==> config.mk <==
export PLATFORM = sky130hd
export DESIGN_NAME = gf_glitch_filter
export DESIGN_NICKNAME = d
export VERILOG_FILES = /design/src/rtl/gf_pkg.sv /design/src/rtl/gf_tick_gen.sv /design/src/rtl/gf_lane.sv /design/src/rtl/gf_glitch_filter.sv
export SDC_FILE = /design/constraint.sdc
export NUM_CORES = 1
export LEC_CHECK = 0
export ABC_AREA = 0
export BUFFER_PORTS_ARGS = -buffer_cell sky130_fd_sc_hd__buf_2
export CELL_PAD_IN_SITES_DETAIL_PLACEMENT = 0
export CELL_PAD_IN_SITES_GLOBAL_PLACEMENT = 1
export CORE_MARGIN = 4
export CORE_UTILIZATION = 53
export DETAILED_ROUTE_END_ITERATION = 7
export GPL_TIMING_DRIVEN = 0
export PLACE_DENSITY = 0.95
export SLEW_MARGIN = 40
export SYNTH_ARGS = -nofsm -noshare
export SYNTH_HDL_FRONTEND = slang
export SYNTH_SLANG_ARGS = --single-unit
==> constraint.sdc <==
create_clock -name clk -period 5.6 [get_ports clk]
set_input_delay 0.28 -clock clk [delete_from_list [all_inputs] [get_ports clk]]
set_output_delay 0.28 -clock clk [all_outputs]
set_load 0.005 [all_outputs]
==> src/rtl/gf_pkg.sv <==
package gf_pkg;

  typedef enum logic [1:0] {
    GF_FAST   = 2'd0,
    GF_MID    = 2'd1,
    GF_SLOW   = 2'd2,
    GF_CUSTOM = 2'd3
  } gf_mode_e;

  // Zero in a divider or count field means one.
  function automatic int unsigned gf_at_least_one(input int unsigned v);
    return (v == 0) ? 1 : v;
  endfunction

  // Select the value for the active setting.
  function automatic int unsigned gf_pick(input gf_mode_e m,
                                          input int unsigned fast_v,
                                          input int unsigned mid_v,
                                          input int unsigned slow_v,
                                          input int unsigned custom_v);
    case (m)
      GF_FAST: return fast_v;
      GF_MID:  return mid_v;
      GF_SLOW: return slow_v;
      default: return gf_at_least_one(custom_v);
    endcase
  endfunction

endpackage

==> src/rtl/gf_tick_gen.sv <==
module gf_tick_gen #(
  parameter int DIV_W = 16
) (
  input  logic             clk,
  input  logic             rst_n,
  input  logic             restart,
  input  logic [DIV_W-1:0] div,
  output logic             tick
);
  logic [DIV_W-1:0] phase_q;
  logic [DIV_W-1:0] last_phase;

  assign last_phase = div - 1'b1;
  assign tick = (phase_q >= last_phase);

  always_ff @(posedge clk or negedge rst_n) begin
    if (!rst_n)       phase_q <= '0;
    else if (restart) phase_q <= '0;
    else if (tick)    phase_q <= '0;
    else              phase_q <= phase_q + 1'b1;
  end


  tick_wrap_chk: assert property (@(posedge clk) disable iff (!rst_n)
    tick |=> (phase_q == '0));


  unit_div_chk: assert property (@(posedge clk) disable iff (!rst_n)
    (div == 1) |-> tick);
endmodule

==> src/rtl/gf_lane.sv <==
module gf_lane #(
  parameter int CNT_W = 16
) (
  input  logic             clk,
  input  logic             rst_n,
  input  logic             enable,
  input  logic             reload,
  input  logic             tick,
  input  logic [CNT_W-1:0] need,
  input  logic             din,
  output logic             dout
);
  logic [CNT_W-1:0] run_q;
  logic             out_q;
  logic [CNT_W:0]   run_inc;
  logic             differs;
  logic             hit;
  logic             settle;
  logic             miss;

  assign run_inc = {1'b0, run_q} + 1'b1;
  assign differs = (din != out_q);
  assign hit     = enable && !reload && tick && differs;
  assign settle  = hit && (run_inc >= {1'b0, need});
  assign miss    = enable && !reload && tick && !differs;
  assign dout    = out_q;

  always_ff @(posedge clk or negedge rst_n) begin
    if (!rst_n) begin
      run_q <= '0;
      out_q <= 1'b0;
    end else if (!enable || reload) begin
      run_q <= '0;
      out_q <= din;
    end else if (settle) begin
      run_q <= '0;
      out_q <= din;
    end else if (hit) begin
      run_q <= run_inc[CNT_W-1:0];
    end else if (miss) begin
      run_q <= '0;
    end
  end


  hold_between_ticks_chk: assert property (@(posedge clk) disable iff (!rst_n)
    (enable && !reload && !tick) |=> $stable(out_q));


  restart_on_old_chk: assert property (@(posedge clk) disable iff (!rst_n)
    miss |=> (run_q == '0));


  run_bound_chk: assert property (@(posedge clk) disable iff (!rst_n)
    (!reload && enable) |-> (run_q < need));


  bypass_follow_chk: assert property (@(posedge clk) disable iff (!rst_n)
    !enable |=> (out_q == $past(din)));
endmodule

==> src/rtl/gf_glitch_filter.sv <==
module gf_glitch_filter
  import gf_pkg::*;
#(
  parameter int NUM_IN    = 4,
  parameter int CNT_W     = 16,
  parameter int DIV_W     = 16,
  parameter int SHORT_CNT = 9,
  parameter int MED_CNT   = 512,
  parameter int HIGH_CNT  = 256,
  parameter int HIGH_DIV  = 800
) (
  input  logic              clk,
  input  logic              rst_n,
  input  logic              cfg_enable,
  input  logic [1:0]        cfg_mode,
  input  logic [DIV_W-1:0]  cfg_div,
  input  logic [CNT_W-1:0]  cfg_count,
  input  logic [NUM_IN-1:0] pin_in,
  output logic [NUM_IN-1:0] pin_out
);
  localparam int unsigned UNIT = 1;

  gf_mode_e         mode_e;
  logic [DIV_W-1:0] div_eff;
  logic [CNT_W-1:0] need_eff;

  assign mode_e   = gf_mode_e'(cfg_mode);
  assign div_eff  = DIV_W'(gf_pick(mode_e, UNIT, UNIT, HIGH_DIV, 32'(cfg_div)));
  assign need_eff = CNT_W'(gf_pick(mode_e, SHORT_CNT, MED_CNT, HIGH_CNT, 32'(cfg_count)));

  // Configuration history for reload detection.
  logic             en_q;
  logic [1:0]       mode_q;
  logic [DIV_W-1:0] div_q;
  logic [CNT_W-1:0] count_q;
  logic             cfg_moved;
  logic             reload;

  always_ff @(posedge clk or negedge rst_n) begin
    if (!rst_n) begin
      en_q    <= 1'b0;
      mode_q  <= '0;
      div_q   <= '0;
      count_q <= '0;
    end else begin
      en_q    <= cfg_enable;
      mode_q  <= cfg_mode;
      div_q   <= cfg_div;
      count_q <= cfg_count;
    end
  end

  assign cfg_moved = (cfg_mode != mode_q) || (cfg_div != div_q) || (cfg_count != count_q);
  assign reload    = cfg_enable && (!en_q || cfg_moved);

  // Two-stage synchronizer.
  logic [NUM_IN-1:0] meta_q;
  logic [NUM_IN-1:0] sync_q;

  always_ff @(posedge clk or negedge rst_n) begin
    if (!rst_n) begin
      meta_q <= '0;
      sync_q <= '0;
    end else begin
      meta_q <= pin_in;
      sync_q <= meta_q;
    end
  end

  logic tick;

  gf_tick_gen #(.DIV_W(DIV_W)) u_tick (
    .clk     (clk),
    .rst_n   (rst_n),
    .restart (reload),
    .div     (div_eff),
    .tick    (tick)
  );

  for (genvar i = 0; i < NUM_IN; i++) begin : g_lane
    gf_lane #(.CNT_W(CNT_W)) u_lane (
      .clk    (clk),
      .rst_n  (rst_n),
      .enable (cfg_enable),
      .reload (reload),
      .tick   (tick),
      .need   (need_eff),
      .din    (sync_q[i]),
      .dout   (pin_out[i])
    );
  end


  reload_level_chk: assert property (@(posedge clk) disable iff (!rst_n)
    reload |=> (pin_out == $past(sync_q)));


  need_nonzero_chk: assert property (@(posedge clk) disable iff (!rst_n)
    (need_eff != '0) && (div_eff != '0));
endmodule

==> impl_metrics.toml <==
[run_status]
status = "completed"

[setup_path]
timing_worst_setup_path_type = "primary input to flip-flop"
cp-endpoint = "g_lane[0].u_lane.run_q[2]"
rr_startpoint = "g_lane[1].u_lane.run_q[0]"
required_ps = 5940
start_kind = "primary input"
cp_num_buf_inv = 6
crit_path_end_kind = "flip-flop"
rr_endpoint = "g_lane[1].u_lane.run_q[5]"
critPathTopFamily = "buffers and inverters"
cp_common_cell = "clkbuf_1"
worst_ep_arrival_time_ps = 5550
crit_chain = "buf_2 -> clkbuf_1 -> inv_1 -> nor2_1 -> clkbuf_1 -> nand2_1 -> ha_1 -> a21boi_2 -> nand2b_1 -> a32oi_1 -> ha_1 -> nand2_1 -> o21ai_0 -> a2111oi_0 -> a211oi_2 -> or2_2 -> clkbuf_1 -> clkbuf_1 -> nand4b_1 -> a21oi_1"
r2r.worst_path.cells = 15
cp.depth = 20
critPathMaxStageDelay_ps = 560
cp_slowest_cell = "a211oi_2"
cp_max_fo = 10
reg2reg_slack_ps = 1150
crit_path_start = "cfg_mode[1]"

[routing]
drcViolationCount = 0
final_antenna_net_count = 0
num_vias = 6984
drt_first_iter_violations = 565
dr.pass1.iters = 5
routedWlPerCell_um = 18.0
vias_per_cell = 5.91
routed_wl_mm = 21.3

[grt]
gr-total-overflow = 0
grt_max_degree = 77
grt_pass1_vias = 6760
groute.usage.overall_pct = 24.5
antenna_found_initial = 0
grt_first_pass_wirelength_mm = 34.9

[pwr]
switching_share_pct = 24.7
power_switching_uw = 580
combPwrFrac_pct = 9.5
power_frac_clock_pct = 50.1
ir_worst_vdd_mv = 0.196
p_leak_uw = 0.00436
power_density_mw_per_mm2 = 242
seq_power_share_pct = 40.4
p_int_uw = 1770

[finish]
postLayoutCoreUtil_pct = 63.1
layout-drive-gt1-share_pct = 12.1
multi_input_area_mm2 = 0.00497
fillers = 1255
final_area_mm2 = 0.00970
area_growth_pct = 15.3
seqCellArea_mm2 = 0.00318
finish.net_count = 1084
antenna_cells = 0

[sta]
post-route-min-period_ps = 5220
slew_headroom_pct = 43.5
setup_viol = 0
rsz0062_at_grt = "false"
final.setup_skew_ps = 13.8
worst_pin_slew_ps = 842
hold_slack_ps = 15.1
max_clock_freq_mhz = 192
drv_slew = 0
hold_viol = 0
fin_crit_sh_pct = 93.2

[logic_synthesis]
synth_fp_nets = 1008
synth_flop_cell = "dfrtp_1"
synthCells = 881
syn_area_per_cell_um2 = 9.55
synth_edf_count = 0
ys_types = 58
yosysSeqAreaShare_pct = 37.8
async_flop_share_pct = 100
synth_area_mm2 = 0.00841
ys_warn_count = 0
ys_ff_latch = 127

[die]
io_pins = 45
rows = 45
die-width_um = 134
die-area_mm2 = 0.0180
initial_core_util_pct = 54.7
die_h_um = 134
coreArea_mm2 = 0.0154

[place]
gp_congestion = 0.861
place_area_mm2 = 0.00894
place_hpwl_mm = 15.5
io_buffers = 44

[clock_network]
clk_pin_slew_worst_paths_ps = 60
cts_num_sinks = 127
worstSkewPairLatency_ps = 420
cts_buffers = 17
cts_buffer_depth = 2
htree_levels = 4
cts_root_buf = "clkbuf_16"
tritoncts = "built"

[hold_path]
holdCritPathClass = "primary input to flip-flop"

[flow_run]
maxCapViolCount = 0
-- power by group through the flow --
stage               sequential [uW]  combinational, uW  clock, uW
floorplan                       963                121          0
CTS                             948                223       1190
finish                          948                224       1180
global route                    950                250       1220
global placement                964                208          0
detailed placement              965                215          0
-- through the flow --
stage / cells / setup TNS [ps] / setup WS [ps] / total power, uW
after floorplan: 881 / 0 / 1220 / 1080
after global placement: 1136 / -5090 / -276 / 1170
after detailed placement: 1137 / -448 / -61.7 / 1180
final: 1181 / 0 / 383 / 2350
after CTS: 1180 / 0 / 118 / 2360
after global routing: 1181 / 0 / 12.0 / 2420
-- per-layer routing --
layer / share of wire, % / wire [um] / global-route usage [%] / vias up
met4: 3.0 / 639 / 9.71 / 0
met2: 47 / 10000 / 38.6 / 175
met1: 45 / 9670 / 33.8 / 3367
li1: - / - / - / 3402
met5: 0 / 0 / 0 / -
met3: 4.6 / 981 / 4.24 / 40
-- cells in the final DEF (no fill, tap or decap), types with 5 or more instances in the layout --
cell and count:
dfrtp_1 127, ha_1 86, nand2_1 76, nor2_1 69, xnor2_1 65, nand3_1 51
xor2_1 48, buf_2 47, o21ai_0 40, a21oi_1 36, a32o_1 27, nor4_1 25
nand4_1 23, inv_1 20, nor3_1 18, clkbuf_1 17, clkbuf_16 17, o21ai_1 15
and3_1 12, dlygate4sd3_1 11, nand2b_1 9, buf_6 8, o31ai_1 7, o41ai_1 7
o21ai_2 7, a21o_1 6, nand3b_1 5, o211ai_1 5, nand4b_1 5
-- state kept, by name, summed over array words and instances, names as in the netlist --
register / flops
en_q: 1
meta_q: 4
g_lane.u_lane.dout: 4
count_q: 16
div_q: 16
g_lane.u_lane.run_q: 64
sync_q: 4
u_tick.phase_q: 16
mode_q: 2
-- synthesized netlist by cell type (4+ instances only) --
library cell	number	share of area, %
nand4b_1	5	0.52
a211oi_1	4	0.36
buf_6	8	1.1
o21ai_2	7	0.73
o31ai_1	7	0.62
a31oi_1	4	0.30
nand4_1	23	1.7
xor2_1	48	5.0
buf_2	4	0.24
a21o_1	6	0.54
buf_4	4	0.36
o211ai_1	5	0.45
dfrtp_1	127	38
ha_1	86	13
o21ai_0	42	2.5
nor4_1	25	1.9
o41ai_1	7	0.73
and3_1	12	0.89
a32o_1	27	3.2
nor2b_1	4	0.30
nand2b_1	9	0.67
nand3b_1	5	0.45
xnor2_1	65	6.8
nor3_1	19	1.1
inv_1	20	0.89
clkbuf_1	18	0.80
a32oi_1	4	0.42
nand2_1	76	3.4
nor2_1	70	3.1
nand3_1	51	3.0
o21ai_1	13	0.77
a21oi_1	36	2.1
-- cell families (layout without fill, tap and decap cells) --
family	after synthesis	in the layout	share of synthesized area (%)
simple gates	318	318	19.2
compound gates	176	176	14.2
flops	127	127	37.8
xor+xnor	114	114	12.0
fa+ha+maj	86	86	12.8
buf+inv	54	143	3.36
mux	6	6	0.773
-- how the worst min path moves through the flow --
| stage | startpoint | endpoint | cells after the start |
|---|---|---|---|
| 6_report | cfg_count[12] | count_q[12] | 1 |
| 2_1_floorplan | rst_n | count_q[0] | 0 |
| 4_1_cts | cfg_count[12] | count_q[12] | 1 |
| 5_1_grt | cfg_count[12] | count_q[12] | 1 |
| 3_3_place_gp | meta_q[1] | sync_q[1] | 0 |
| 3_5_place_dp | rst_n | g_lane[3].u_lane.run_q[14] | 1 |
-- final cells by class --
cell class                 instances  share of cell area (%)
tap                              211                    2.72
clock buffer                      21                    4.95
inverter                          20                   0.774
buffer                            34                    2.15
clock inverter                    11                    1.57
multi-input combinational        700                    51.2
timing repair buffer              57                    3.84
sequential                       127                    32.8
-- timing repair --
| action | CTS | global route |
|---|---|---|
| endpoints found under the setup margin | 0 | 46 |
| gates resized for setup | 0 | 4 |
| hold buffers | 11 | 0 |
| buffers inserted | 0 | 0 |
| endpoints found under the hold margin | 61 | 0 |
Power figures use the tool's default switching activity.
